## config.mk

```make
export PLATFORM = sky130hd
export DESIGN_NAME = thermal_limit_monitor
export DESIGN_NICKNAME = d
export VERILOG_FILES = /design/src/rtl/tlm_pkg.sv /design/src/rtl/tlm_regfile.sv /design/src/rtl/tlm_channel.sv /design/src/rtl/tlm_status.sv /design/src/rtl/thermal_limit_monitor.sv
export SDC_FILE = /design/constraint.sdc
export NUM_CORES = 1
export LEC_CHECK = 0
export BUFFER_PORTS_ARGS = -buffer_cell sky130_fd_sc_hd__buf_4
export CELL_PAD_IN_SITES_DETAIL_PLACEMENT = 0
export CELL_PAD_IN_SITES_GLOBAL_PLACEMENT = 1
export CORE_MARGIN = 2
export CORE_UTILIZATION = 42
export DETAILED_ROUTE_END_ITERATION = 12
export GPL_ROUTABILITY_DRIVEN = 0
export PLACE_DENSITY_LB_ADDON = 0.1
export SYNTH_ARGS = -nofsm -noshare
export SYNTH_HDL_FRONTEND = slang
export SYNTH_SLANG_ARGS = --single-unit
```

## constraint.sdc

```tcl
create_clock -name clk -period 3.6 [get_ports clk]
set_clock_uncertainty 0.1 [all_clocks]
set_input_delay 0.72 -clock clk [delete_from_list [all_inputs] [get_ports clk]]
set_output_delay 0.72 -clock clk [all_outputs]
set_load 0.03 [all_outputs]
```

## src/rtl/tlm_pkg.sv

```systemverilog
`timescale 1ns/1ps
// Package: shared register addresses and status bit layout for the
// temperature limit monitor. Assumes an 8-bit status word.
package tlm_pkg;
    localparam int unsigned ADDR_W = 4;
    localparam int unsigned ST_W   = 8;

    typedef enum logic [ADDR_W-1:0] {
        ADDR_CFG      = 4'd0,
        ADDR_LOC_HI   = 4'd1,
        ADDR_LOC_LO   = 4'd2,
        ADDR_LOC_CRIT = 4'd3,
        ADDR_REM_HI   = 4'd4,
        ADDR_REM_LO   = 4'd5,
        ADDR_REM_CRIT = 4'd6,
        ADDR_HYST     = 4'd7,
        ADDR_REM_HI_F = 4'd8,
        ADDR_REM_LO_F = 4'd9,
        ADDR_FLT_CNT  = 4'd10
    } reg_addr_e;

    localparam int unsigned ST_LOC_HI   = 0;
    localparam int unsigned ST_LOC_LO   = 1;
    localparam int unsigned ST_LOC_CRIT = 2;
    localparam int unsigned ST_REM_HI   = 3;
    localparam int unsigned ST_REM_LO   = 4;
    localparam int unsigned ST_REM_CRIT = 5;
    localparam int unsigned ST_REM_OPEN = 6;

    localparam logic [ST_W-1:0] STICKY_MASK =
        ST_W'((1 << ST_LOC_HI) | (1 << ST_LOC_LO) | (1 << ST_REM_HI) |
              (1 << ST_REM_LO) | (1 << ST_REM_OPEN));
endpackage

```

## src/rtl/tlm_regfile.sv

```systemverilog
`timescale 1ns/1ps
// Module: tlm_regfile
// Holds the programmable thresholds, hysteresis, consecutive count and
// alert mask. Index 0 of each array is the local channel, index 1 the
// remote channel. Assumes single-cycle writes with no read-back path.
module tlm_regfile
    import tlm_pkg::*;
#(
    parameter int unsigned TEMP_W   = 8,
    parameter int unsigned FRAC_W   = 3,
    parameter int unsigned CNT_W    = 3,
    parameter int unsigned HYST_RST = 10
) (
    input  logic              clk,
    input  logic              rst_n,
    input  logic              wr_en,
    input  logic [ADDR_W-1:0] wr_addr,
    input  logic [TEMP_W-1:0] wr_data,
    output logic              alert_mask,
    output logic [TEMP_W-1:0] hi_lim   [2],
    output logic [TEMP_W-1:0] lo_lim   [2],
    output logic [TEMP_W-1:0] crit_lim [2],
    output logic [FRAC_W-1:0] rem_hi_frac,
    output logic [FRAC_W-1:0] rem_lo_frac,
    output logic [TEMP_W-1:0] hyst,
    output logic [CNT_W-1:0]  fault_cnt
);
    localparam logic [TEMP_W-1:0] T_MAX = {1'b0, {(TEMP_W-1){1'b1}}};
    localparam logic [TEMP_W-1:0] T_MIN = {1'b1, {(TEMP_W-1){1'b0}}};

    // Load the addressed register on a write; restore defaults on reset.
    always_ff @(posedge clk) begin
        if (!rst_n) begin
            alert_mask  <= 1'b0;
            hi_lim[0]   <= T_MAX;
            hi_lim[1]   <= T_MAX;
            lo_lim[0]   <= T_MIN;
            lo_lim[1]   <= T_MIN;
            crit_lim[0] <= T_MAX;
            crit_lim[1] <= T_MAX;
            rem_hi_frac <= '0;
            rem_lo_frac <= '0;
            hyst        <= TEMP_W'(HYST_RST);
            fault_cnt   <= CNT_W'(1);
        end else if (wr_en) begin
            case (reg_addr_e'(wr_addr))
                ADDR_CFG:      alert_mask  <= wr_data[0];
                ADDR_LOC_HI:   hi_lim[0]   <= wr_data;
                ADDR_LOC_LO:   lo_lim[0]   <= wr_data;
                ADDR_LOC_CRIT: crit_lim[0] <= wr_data;
                ADDR_REM_HI:   hi_lim[1]   <= wr_data;
                ADDR_REM_LO:   lo_lim[1]   <= wr_data;
                ADDR_REM_CRIT: crit_lim[1] <= wr_data;
                ADDR_HYST:     hyst        <= wr_data;
                ADDR_REM_HI_F: rem_hi_frac <= wr_data[FRAC_W-1:0];
                ADDR_REM_LO_F: rem_lo_frac <= wr_data[FRAC_W-1:0];
                ADDR_FLT_CNT:  fault_cnt   <= wr_data[CNT_W-1:0];
                default: ;
            endcase
        end
    end
endmodule

```

## src/rtl/tlm_channel.sv

```systemverilog
`timescale 1ns/1ps
// Module: tlm_channel
// Compares one channel's reading with its high, low and critical limits,
// and keeps the critical state with a release point of critical - hyst.
// Assumes two's complement readings and limits, an unsigned hysteresis,
// and fixed-point {integer, fraction} for the high and low tests.
module tlm_channel #(
    parameter int unsigned TEMP_W = 8,
    parameter int unsigned FRAC_W = 3
) (
    input  logic              clk,
    input  logic              rst_n,
    input  logic              sample_valid,
    input  logic [TEMP_W-1:0] temp,
    input  logic [FRAC_W-1:0] frac,
    input  logic [TEMP_W-1:0] hi_lim,
    input  logic [FRAC_W-1:0] hi_frac,
    input  logic [TEMP_W-1:0] lo_lim,
    input  logic [FRAC_W-1:0] lo_frac,
    input  logic [TEMP_W-1:0] crit_lim,
    input  logic [TEMP_W-1:0] hyst,
    output logic              over_hi,
    output logic              under_lo,
    output logic              over_crit,
    output logic              crit_d,
    output logic              crit_q
);
    localparam int unsigned FX_W  = TEMP_W + FRAC_W;
    localparam int unsigned EXT_W = TEMP_W + 2;

    logic signed [FX_W-1:0]  t_fx, hi_fx, lo_fx;
    logic signed [EXT_W-1:0] t_ext, crit_ext, release_lvl;

    // Fixed-point views for the high and low tests.
    assign t_fx  = $signed({temp, frac});
    assign hi_fx = $signed({hi_lim, hi_frac});
    assign lo_fx = $signed({lo_lim, lo_frac});

    // Widened integer views so critical minus hysteresis cannot wrap.
    assign t_ext       = $signed({{2{temp[TEMP_W-1]}}, temp});
    assign crit_ext    = $signed({{2{crit_lim[TEMP_W-1]}}, crit_lim});
    assign release_lvl = crit_ext - $signed({2'b00, hyst});

    // Strict-inequality limit tests on the current inputs.
    assign over_hi   = t_fx > hi_fx;
    assign under_lo  = t_fx < lo_fx;
    assign over_crit = t_ext > crit_ext;

    // Next critical state: set above the limit, release at or below the band.
    always_comb begin
        crit_d = crit_q;
        if (sample_valid) begin
            if (!crit_q && over_crit)
                crit_d = 1'b1;
            else if (crit_q && (t_ext <= release_lvl))
                crit_d = 1'b0;
        end
    end

    // Critical state register.
    always_ff @(posedge clk) begin
        if (!rst_n) crit_q <= 1'b0;
        else        crit_q <= crit_d;
    end

    // A critical flag only rises on a sample that is over the limit.
    assert_crit_rise_R6: assert property (@(posedge clk) disable iff (!rst_n)
        $rose(crit_q) |-> $past(sample_valid && over_crit));

    // Inside the hysteresis band the critical flag holds.
    assert_crit_hold_R7: assert property (@(posedge clk) disable iff (!rst_n)
        (crit_q && !(sample_valid && (t_ext <= release_lvl))) |=> crit_q);
endmodule

```

## src/rtl/tlm_status.sv

```systemverilog
`timescale 1ns/1ps
// Module: tlm_status
// Keeps the sticky alarm flags, the run of consecutive out-of-limit
// samples and the armed alert state, and drives the alert output.
// Assumes the critical states come from the channels as current and
// next values, so the armed state clears in the same cycle as the flags.
module tlm_status
    import tlm_pkg::*;
#(
    parameter int unsigned CNT_W = 3
) (
    input  logic             clk,
    input  logic             rst_n,
    input  logic             sample_valid,
    input  logic             status_rd,
    input  logic [1:0]       over_hi,
    input  logic [1:0]       under_lo,
    input  logic [1:0]       over_crit,
    input  logic [1:0]       crit_d,
    input  logic [1:0]       crit_q,
    input  logic             remote_open,
    input  logic [CNT_W-1:0] fault_cnt,
    input  logic             alert_mask,
    output logic [ST_W-1:0]  status,
    output logic             alert_n
);
    logic [ST_W-1:0]  cond_now, last_q, sticky_q, sticky_d, clr_mask;
    logic [ST_W-1:0]  crit_now_bits, crit_next_bits, flags_d;
    logic [CNT_W-1:0] run_q, run_d, need;
    logic             armed_q, armed_d, any_out;

    // Place the sticky conditions of this sample at their status positions.
    always_comb begin
        cond_now              = '0;
        cond_now[ST_LOC_HI]   = over_hi[0];
        cond_now[ST_LOC_LO]   = under_lo[0];
        cond_now[ST_REM_HI]   = over_hi[1];
        cond_now[ST_REM_LO]   = under_lo[1];
        cond_now[ST_REM_OPEN] = remote_open;
    end

    // Place the current and next critical states at their status positions.
    always_comb begin
        crit_now_bits              = '0;
        crit_now_bits[ST_LOC_CRIT] = crit_q[0];
        crit_now_bits[ST_REM_CRIT] = crit_q[1];
        crit_next_bits              = '0;
        crit_next_bits[ST_LOC_CRIT] = crit_d[0];
        crit_next_bits[ST_REM_CRIT] = crit_d[1];
    end

    // Next sticky flags: a read drops flags absent last sample; a sample sets.
    always_comb begin
        clr_mask = status_rd ? (~last_q & STICKY_MASK) : '0;
        sticky_d = (sticky_q & ~clr_mask) | (sample_valid ? cond_now : '0);
    end

    // Next run length and armed state for the consecutive-count rule.
    always_comb begin
        any_out = (|cond_now) | (|over_crit);
        need    = (fault_cnt == '0) ? CNT_W'(1) : fault_cnt;
        run_d   = run_q;
        if (sample_valid)
            run_d = any_out ? ((run_q == '1) ? run_q : run_q + 1'b1) : '0;
        flags_d = sticky_d | crit_next_bits;
        if (flags_d == '0)
            armed_d = 1'b0;
        else
            armed_d = armed_q | (sample_valid && any_out && (run_d >= need));
    end

    // Flag, last-condition, run and armed registers.
    always_ff @(posedge clk) begin
        if (!rst_n) begin
            sticky_q <= '0;
            last_q   <= '0;
            run_q    <= '0;
            armed_q  <= 1'b0;
        end else begin
            sticky_q <= sticky_d;
            last_q   <= sample_valid ? cond_now : last_q;
            run_q    <= run_d;
            armed_q  <= armed_d;
        end
    end

    assign status  = sticky_q | crit_now_bits;
    assign alert_n = !(armed_q && !alert_mask);

    // Without a read, no sticky flag may drop.
    assert_sticky_hold_R8: assert property (@(posedge clk) disable iff (!rst_n)
        !status_rd |=> (($past(sticky_q) & ~sticky_q) == '0));

    // An armed alert always has a flag behind it.
    assert_alert_flag_R11: assert property (@(posedge clk) disable iff (!rst_n)
        armed_q |-> (status != '0));

    // A clean sample restarts the consecutive run.
    assert_run_clear_R10: assert property (@(posedge clk) disable iff (!rst_n)
        (sample_valid && !any_out) |=> (run_q == '0));
endmodule

```

## src/rtl/thermal_limit_monitor.sv

```systemverilog
`timescale 1ns/1ps
// Module: thermal_limit_monitor
// Top level of the dual-channel limit monitor: register file, one compare
// channel per sensor (local has its fraction tied to zero) and the status
// and alert logic. Assumes readings arrive at most once per cycle.
module thermal_limit_monitor
    import tlm_pkg::*;
#(
    parameter int unsigned TEMP_W = 8,
    parameter int unsigned FRAC_W = 3,
    parameter int unsigned CNT_W  = 3
) (
    input  logic              clk,
    input  logic              rst_n,
    input  logic              sample_valid,
    input  logic [TEMP_W-1:0] local_temp,
    input  logic [TEMP_W-1:0] remote_temp,
    input  logic [FRAC_W-1:0] remote_frac,
    input  logic              remote_open,
    input  logic              wr_en,
    input  logic [ADDR_W-1:0] wr_addr,
    input  logic [TEMP_W-1:0] wr_data,
    input  logic              status_rd,
    output logic [ST_W-1:0]   status,
    output logic              alert_n,
    output logic              crit_out
);
    logic              alert_mask;
    logic [TEMP_W-1:0] hi_lim [2];
    logic [TEMP_W-1:0] lo_lim [2];
    logic [TEMP_W-1:0] crit_lim [2];
    logic [FRAC_W-1:0] rem_hi_frac, rem_lo_frac;
    logic [TEMP_W-1:0] hyst;
    logic [CNT_W-1:0]  fault_cnt;

    logic [TEMP_W-1:0] temp_arr [2];
    logic [FRAC_W-1:0] frac_arr [2];
    logic [FRAC_W-1:0] hi_frac_arr [2];
    logic [FRAC_W-1:0] lo_frac_arr [2];
    logic [1:0]        over_hi, under_lo, over_crit, crit_d, crit_q;

    tlm_regfile #(.TEMP_W(TEMP_W), .FRAC_W(FRAC_W), .CNT_W(CNT_W)) u_regs (
        .clk(clk), .rst_n(rst_n), .wr_en(wr_en), .wr_addr(wr_addr),
        .wr_data(wr_data), .alert_mask(alert_mask), .hi_lim(hi_lim),
        .lo_lim(lo_lim), .crit_lim(crit_lim), .rem_hi_frac(rem_hi_frac),
        .rem_lo_frac(rem_lo_frac), .hyst(hyst), .fault_cnt(fault_cnt)
    );

    // Per-channel inputs; the local channel has whole-degree resolution.
    assign temp_arr[0]    = local_temp;
    assign temp_arr[1]    = remote_temp;
    assign frac_arr[0]    = '0;
    assign frac_arr[1]    = remote_frac;
    assign hi_frac_arr[0] = '0;
    assign hi_frac_arr[1] = rem_hi_frac;
    assign lo_frac_arr[0] = '0;
    assign lo_frac_arr[1] = rem_lo_frac;

    for (genvar c = 0; c < 2; c++) begin : g_chan
        tlm_channel #(.TEMP_W(TEMP_W), .FRAC_W(FRAC_W)) u_chan (
            .clk(clk), .rst_n(rst_n), .sample_valid(sample_valid),
            .temp(temp_arr[c]), .frac(frac_arr[c]),
            .hi_lim(hi_lim[c]), .hi_frac(hi_frac_arr[c]),
            .lo_lim(lo_lim[c]), .lo_frac(lo_frac_arr[c]),
            .crit_lim(crit_lim[c]), .hyst(hyst),
            .over_hi(over_hi[c]), .under_lo(under_lo[c]),
            .over_crit(over_crit[c]), .crit_d(crit_d[c]), .crit_q(crit_q[c])
        );
    end

    tlm_status #(.CNT_W(CNT_W)) u_status (
        .clk(clk), .rst_n(rst_n), .sample_valid(sample_valid),
        .status_rd(status_rd), .over_hi(over_hi), .under_lo(under_lo),
        .over_crit(over_crit), .crit_d(crit_d), .crit_q(crit_q),
        .remote_open(remote_open), .fault_cnt(fault_cnt),
        .alert_mask(alert_mask), .status(status), .alert_n(alert_n)
    );

    assign crit_out = |crit_q;

    // While masked, the alert pin stays released.
    assert_mask_quiet_R12: assert property (@(posedge clk) disable iff (!rst_n)
        (alert_mask && $past(alert_mask)) |-> alert_n);
endmodule

```

Yosys cells after proc, flatten, opt, wreduce, memory -nomap -nowiden. Cells that the tools add are included.

Add/subtract/negate cells: 3. Magnitude comparators: 9. Equal/unequal tests: 11. Multiplexer cells: 12. Bitwise operators: 9. Reduce and logical (&&, ||, !) cells: 29.

Operator list (count): > comparator 11 bit (2); less-than comparator 11 bit (2); AND reduction 2 bit (11); less-or-equal comparator 8 x 10 -> 1 bit (2); subtractor 8 x 9 -> 10 bit (2); equality test 4 x 3 -> 1 bit, second input constant (4); > comparator 8 bit (2); bitwise OR 8 x 6 -> 8 bit (2); two-way mux 7 bit (2); equality test 4 bit, second input constant (3); two-way mux 3 bit (4); bitwise AND 8 bit (1); equality test 4 x 2 -> 1 bit, second input constant (2); logical NOT 8 bit (1); NOT 8 bit (1); bitwise OR 8 bit (1); logical AND 1 bit (7); NOT 7 bit (1); two-way mux 1 bit (6); OR reduction 2 bit (3); OR reduction 5 bit (1); equality test 4 x 1 -> 1 bit, second input constant (1); logical NOT 1 bit (4); logical NOT 4 bit (1); 6 further kinds (7).

Flip-flop bits (word level): 85. Input port bits: 37. Output and inout port bits: 10. Word-level logic and storage cells: 90.

Logic depth before layout (Yosys ltp).
Depth after elaboration: 9. Gate-level depth with buffers: 18. Mapped depth without buffers: 18.

Modules after synthesis. Synthesis repeated with hierarchy kept, for this count alone.

Cells, all modules: 697. Area total of the unflattened synthesis: 6098.3 um^2.

By module, submodules not included: tlm_channel (instances 2, cells an instance 187, area each 1402.6 um^2, sequential area each 20.0 um^2); tlm_regfile (instances 1, cells an instance 245, area each 2585.0 um^2, sequential area each 1321.3 um^2); tlm_status (instances 1, cells an instance 76, area each 698.2 um^2, sequential area each 280.3 um^2); thermal_limit_monitor (instances 1, cells an instance 2, area each 10.0 um^2, sequential area each 0.0 um^2).

Least setup slack after synthesis. Ideal clock, no wire load.

Path type: input -> register. Start: input port remote_temp[5]. End: register u_status.armed_q. Setup time: 137 ps. Arrival time: 3311 ps. Path slack: 52 ps. Stages on the path: 15. Buffers on the path: 0. Cells stage by stage: ha_1 > a21o_1 > a2111o_1 > a221oi_2 > a221oi_2 > nand4b_4 > or3_1 > a21oi_2 > ha_1 > nand2b_1 > a21o_1 > a21oi_1 > o21ai_0 > nand2_1 > a221oi_1.

Longest elaborated chain between the ends: 8. Elaborated cells between the ends (all ways): 23. Classes of those cells: order compare (5); mux (6); bitwise (4); reduce/logical (8).

Ends and longest elaborated chain: start: declaration (line thermal_limit_monitor.sv:17) `input logic [TEMP_W-1:0] remote_temp,`; less-than comparator 11 bit (tied with other cells) (line tlm_channel.sv:46) `assign under_lo = t_fx < lo_fx;`; OR reduction 5 bit (tied with other cells) (line tlm_status.sv:60) `any_out = (|cond_now) | (|over_crit);`; bitwise OR 1 bit / two-way mux 1 bit (equally long branches) (line tlm_status.sv:60, tlm_channel.sv:55); two-way mux 3 bit / two-way mux 1 bit (equally long branches) (line tlm_status.sv:64, tlm_channel.sv:53); two-way mux 3 bit / two-way mux 1 bit (equally long branches) (line tlm_status.sv:63, tlm_channel.sv:52); greater-or-equal comparator 3 bit / bitwise OR 8 x 6 -> 8 bit (equally long branches) (line tlm_status.sv:69, tlm_status.sv:65); logical AND 1 bit / logical NOT 8 bit (equally long branches) (line tlm_status.sv:69, tlm_status.sv:66); bitwise OR 1 bit / OR reduction 2 bit (equally long branches); end signal: assignment (line tlm_status.sv:83) `armed_q <= armed_d;`; end: declaration (line tlm_status.sv:30) `logic armed_q, armed_d, any_out;`.

Parallel ways exist; a longest one is shown, timed or not. A chain may end at the register's enable or synchronous reset.

Final worst setup path. Ends and elaborated chain as after synthesis.

==> summary.txt <==
Setup path
  • Startpoint types: input pin
  • CP required: 3.73 ns
  • WS Path Type: input pin to register
  • Crit-path max FO: 3
  • CP endpoint kind: register
  • R2R depth: 16
  • Arr. time, crit path: 3.56 ns

Floorplan
  • FP Rows: 42
  • Initial Util: 42.8%
  • IO Pins: 47
  • Die Ht: 120 µm
  • Die width: 120 µm
  • Core area: 0.0131 mm²
  • DIE AREA: 0.0143 mm²

Yosys
  • Synth cell types: 56
  • Synth Warn #: 0
  • Post-Syn Instances: 663
  • Share of flip-flops with an asynchronous set or reset: 0%
  • Syn_area_per_cell: 8.48 µm²
  • Mapped Area: 0.00562 mm²
  • Post-synth top flop: dfxtp_1
  • Synthesized Nets: 796
  • Seq cells post-synth: 82
  • Sequential area share after synthesis: 29.2%
  • Number of synthesized flops with an enable pin: 0

Finish
  • Layout area overhead: 20.8%
  • Diode count: 0
  • Area of the multi-input gates: 0.00364 mm²
  • Filler instances: 1,320
  • Cell Count, Final, Fillers Out: 919
  • Layout cells sized above 1: 18.0%
  • FF/Latch Area: 0.00164 mm²
  • Nets: 872

Clocking
  • CTS tree: yes
  • H-tree depth: 3
  • Worst-path clk slew: 0.07 ns
  • Cts bufs inserted: 9
  • Clock buffer depth: 2
  • CTS Sinks: 82
  • Worst-skew pair later-pin latency: 0.34 ns
  • CTS Root Cell: clkbuf_16

STA
  • Final hold violation count: 0
  • Max-slew violations: 0
  • RSZ-0062 raised after global routing: false
  • Post-route clock period utilization: 95.4%
  • Min cycle time layout: 3.43 ns
  • Worst Hold Margin: 0.358 ns
  • TNS Setup: 0 ns
  • Slew at the pin closest to its max-slew limit: 0.855 ns
  • F_max: 0.291 GHz
  • Slew Limit Headroom: 42.8%
  • Final Setup Violations: 0

Run status
  • Status: finished clean

Power and ir drop
  • Seq pwr share: 40.3%
  • Share of total power in the clock network: 40.5%
  • P per Cell Area: 346 mW/mm²
  • Net switching power: 0.661 mW
  • P_int: 1.69 mW
  • VDD IR max: 0.000251 V
  • Net Sw Frac: 28.1%
  • Combinational Power Share: 19.2%
  • P_leak: 3.26 nW

Worst hold path
  • Cells on Worst Hold Path: 2
  • Kind of path behind the tightest hold check: register to register

Detailed routing
  • Drt total wl: 14,700 µm
  • Total number of vias: 4,712
  • Wire per inst: 16.0 µm
  • Routed Antenna Nets: 0
  • TritonRoute pass-1 iters: 5
  • Via/cell ratio: 5.13
  • Drt drc: 0
  • Initial drt markers: 241

Global routing
  • Largest net degree at the start of global routing: 45
  • First-pass GRT wire length: 23,600 µm
  • Initial antenna violation count: 0
  • GRT Util Overall: 21.3%
  • Number of global-route vias before repair: 4,552
  • Total gr overflow: 0

Placed design
  • Placed cells: 901
  • PortBufs: 45
  • Final HPWL from detailed placement: 11,200 µm

Flow run
  • Total of max-cap violations: 0
-- final cells by class --
type,count,share of cell area [%]
multi-input cells,471,53.6
well taps,176,3.24
inverters,87,4.80
repair buffers,88,9.78
clock inverters,5,0.939
clock buffers,10,3.52
flip-flops and latches,82,24.2
-- worst max-delay path, stage by stage --
cell	delay, ns
buf_4	0.12
ha_1	0.31
a21o_1	0.19
a2111o_1	0.41
o21ai_2	0.18
buf_6	0.14
nand4b_4	0.10
or3_4	0.39
a21oi_2	0.13
ha_1	0.23
nand2b_1	0.14
a21o_1	0.18
a21oi_2	0.13
o21ai_1	0.07
nand2_1	0.09
a221oi_2	0.04
-- routing by layer --
metal  wire, µm  part of all wire, %  track usage (%)
met3        465                  3.2             2.66
met2       6810                   46             34.6
met1       7210                   49             29.5
met5          0                    0                0
met4        243                  1.7             6.76
-- cell usage after synthesis, drive strengths merged, types with 12 or more instances --
library cell   n  area share (%)
nor2          56             3.7
nand3         12             1.1
nand2         53             3.5
inv           86             5.7
o21ai         21             1.9
clkbuf        20             1.3
ha            94              21
dfxtp         82              29
a21oi         41             3.7
mux2i         43             7.7
o211ai        28             3.7
nand2b        13             1.4
-- flip-flops by register name (all words and copies together) (netlist names) --
signal	flops
g_chan.u_chan.crit_q	2
u_regs.hi_lim	16
u_regs.hyst	8
u_regs.rem_hi_frac	3
u_regs.crit_lim	16
u_regs.fault_cnt	3
u_regs.lo_lim	16
u_status.sticky_q	5
u_regs.rem_lo_frac	3
u_status.last_q	5
u_status.armed_q	1
u_status.run_q	3
u_regs.alert_mask	1
-- stage by stage --
stage          util, %  total power [mW]  area (µm²)  setup slack [ns]
3_3_place_gp      48.6              1.39        6380            -0.197
5_1_grt           51.7              2.47        6800           0.00426
6_report          51.7              2.35        6800             0.166
2_1_floorplan        -              1.22        5620            0.0517
4_1_cts           51.0              2.37        6700            0.0352
3_5_place_dp      48.6              1.40        6380            -0.249
-- cell families (layout without fill, tap and decap cells) --
family / count (synthesis) / after routing / synth area share, %
flip-flops: 82 / 82 / 29.2
adder cells (fa/ha/maj): 96 / 96 / 21.6
XOR/XNOR: 12 / 12 / 1.87
buffers and inverters: 110 / 190 / 7.54
AND/OR/NAND/NOR: 186 / 186 / 16.2
multiplexers: 44 / 44 / 7.85
other: 1 / 1 / 0.0667
AO/OA/AOI/OAI: 132 / 132 / 15.7
-- cells in the final DEF, fill, tap and decap left out, types with 12 or more instances in the layout --
master    Yosys  layout
nor2_1       56      55
nand2b_1     13      13
dfxtp_1      82      81
mux2i_1      43      43
ha_1         94      93
inv_1        86      86
a21oi_1      40      37
o211ai_1     28      28
buf_4         3      87
nand2_1      53      53
nand3_1      12      12
-- final timing paths --
| path | from | to | slack [ns] |
|---|---|---|---|
| setup / recovery | remote_temp[5] | u_status.armed_q$_SDFF_PP0_ | 0.17 |
| hold / removal | u_regs.alert_mask$_SDFFE_PN0P_ | u_regs.alert_mask$_SDFFE_PN0P_ | 0.36 |
| setup reg to reg | u_regs.crit_lim[5]$_SDFFE_PN1P_ | u_status.armed_q$_SDFF_PP0_ | 0.23 |
| hold reg to reg | u_regs.alert_mask$_SDFFE_PN0P_ | u_regs.alert_mask$_SDFFE_PN0P_ | 0.36 |
-- repair_timing --
| action | in CTS | in global routing |
|---|---|---|
| pin swaps | 0 | 12 |
| endpoints found under the setup margin | 1 | 2 |
| gates resized for setup | 2 | 26 |
| gates cloned | 0 | 0 |
| hold buffers | 0 | 0 |
| buffers inserted | 0 | 3 |
-- power by group through the flow --
stage	logic, mW	clock network [mW]	registers, mW
after floorplan	0.251	0	0.970
after global placement	0.420	0	0.969
after detailed placement	0.431	0	0.970
after CTS	0.436	0.980	0.949
after global routing	0.503	1.02	0.952
final	0.451	0.953	0.950
Note: power is estimated with default switching activity, not from simulation.
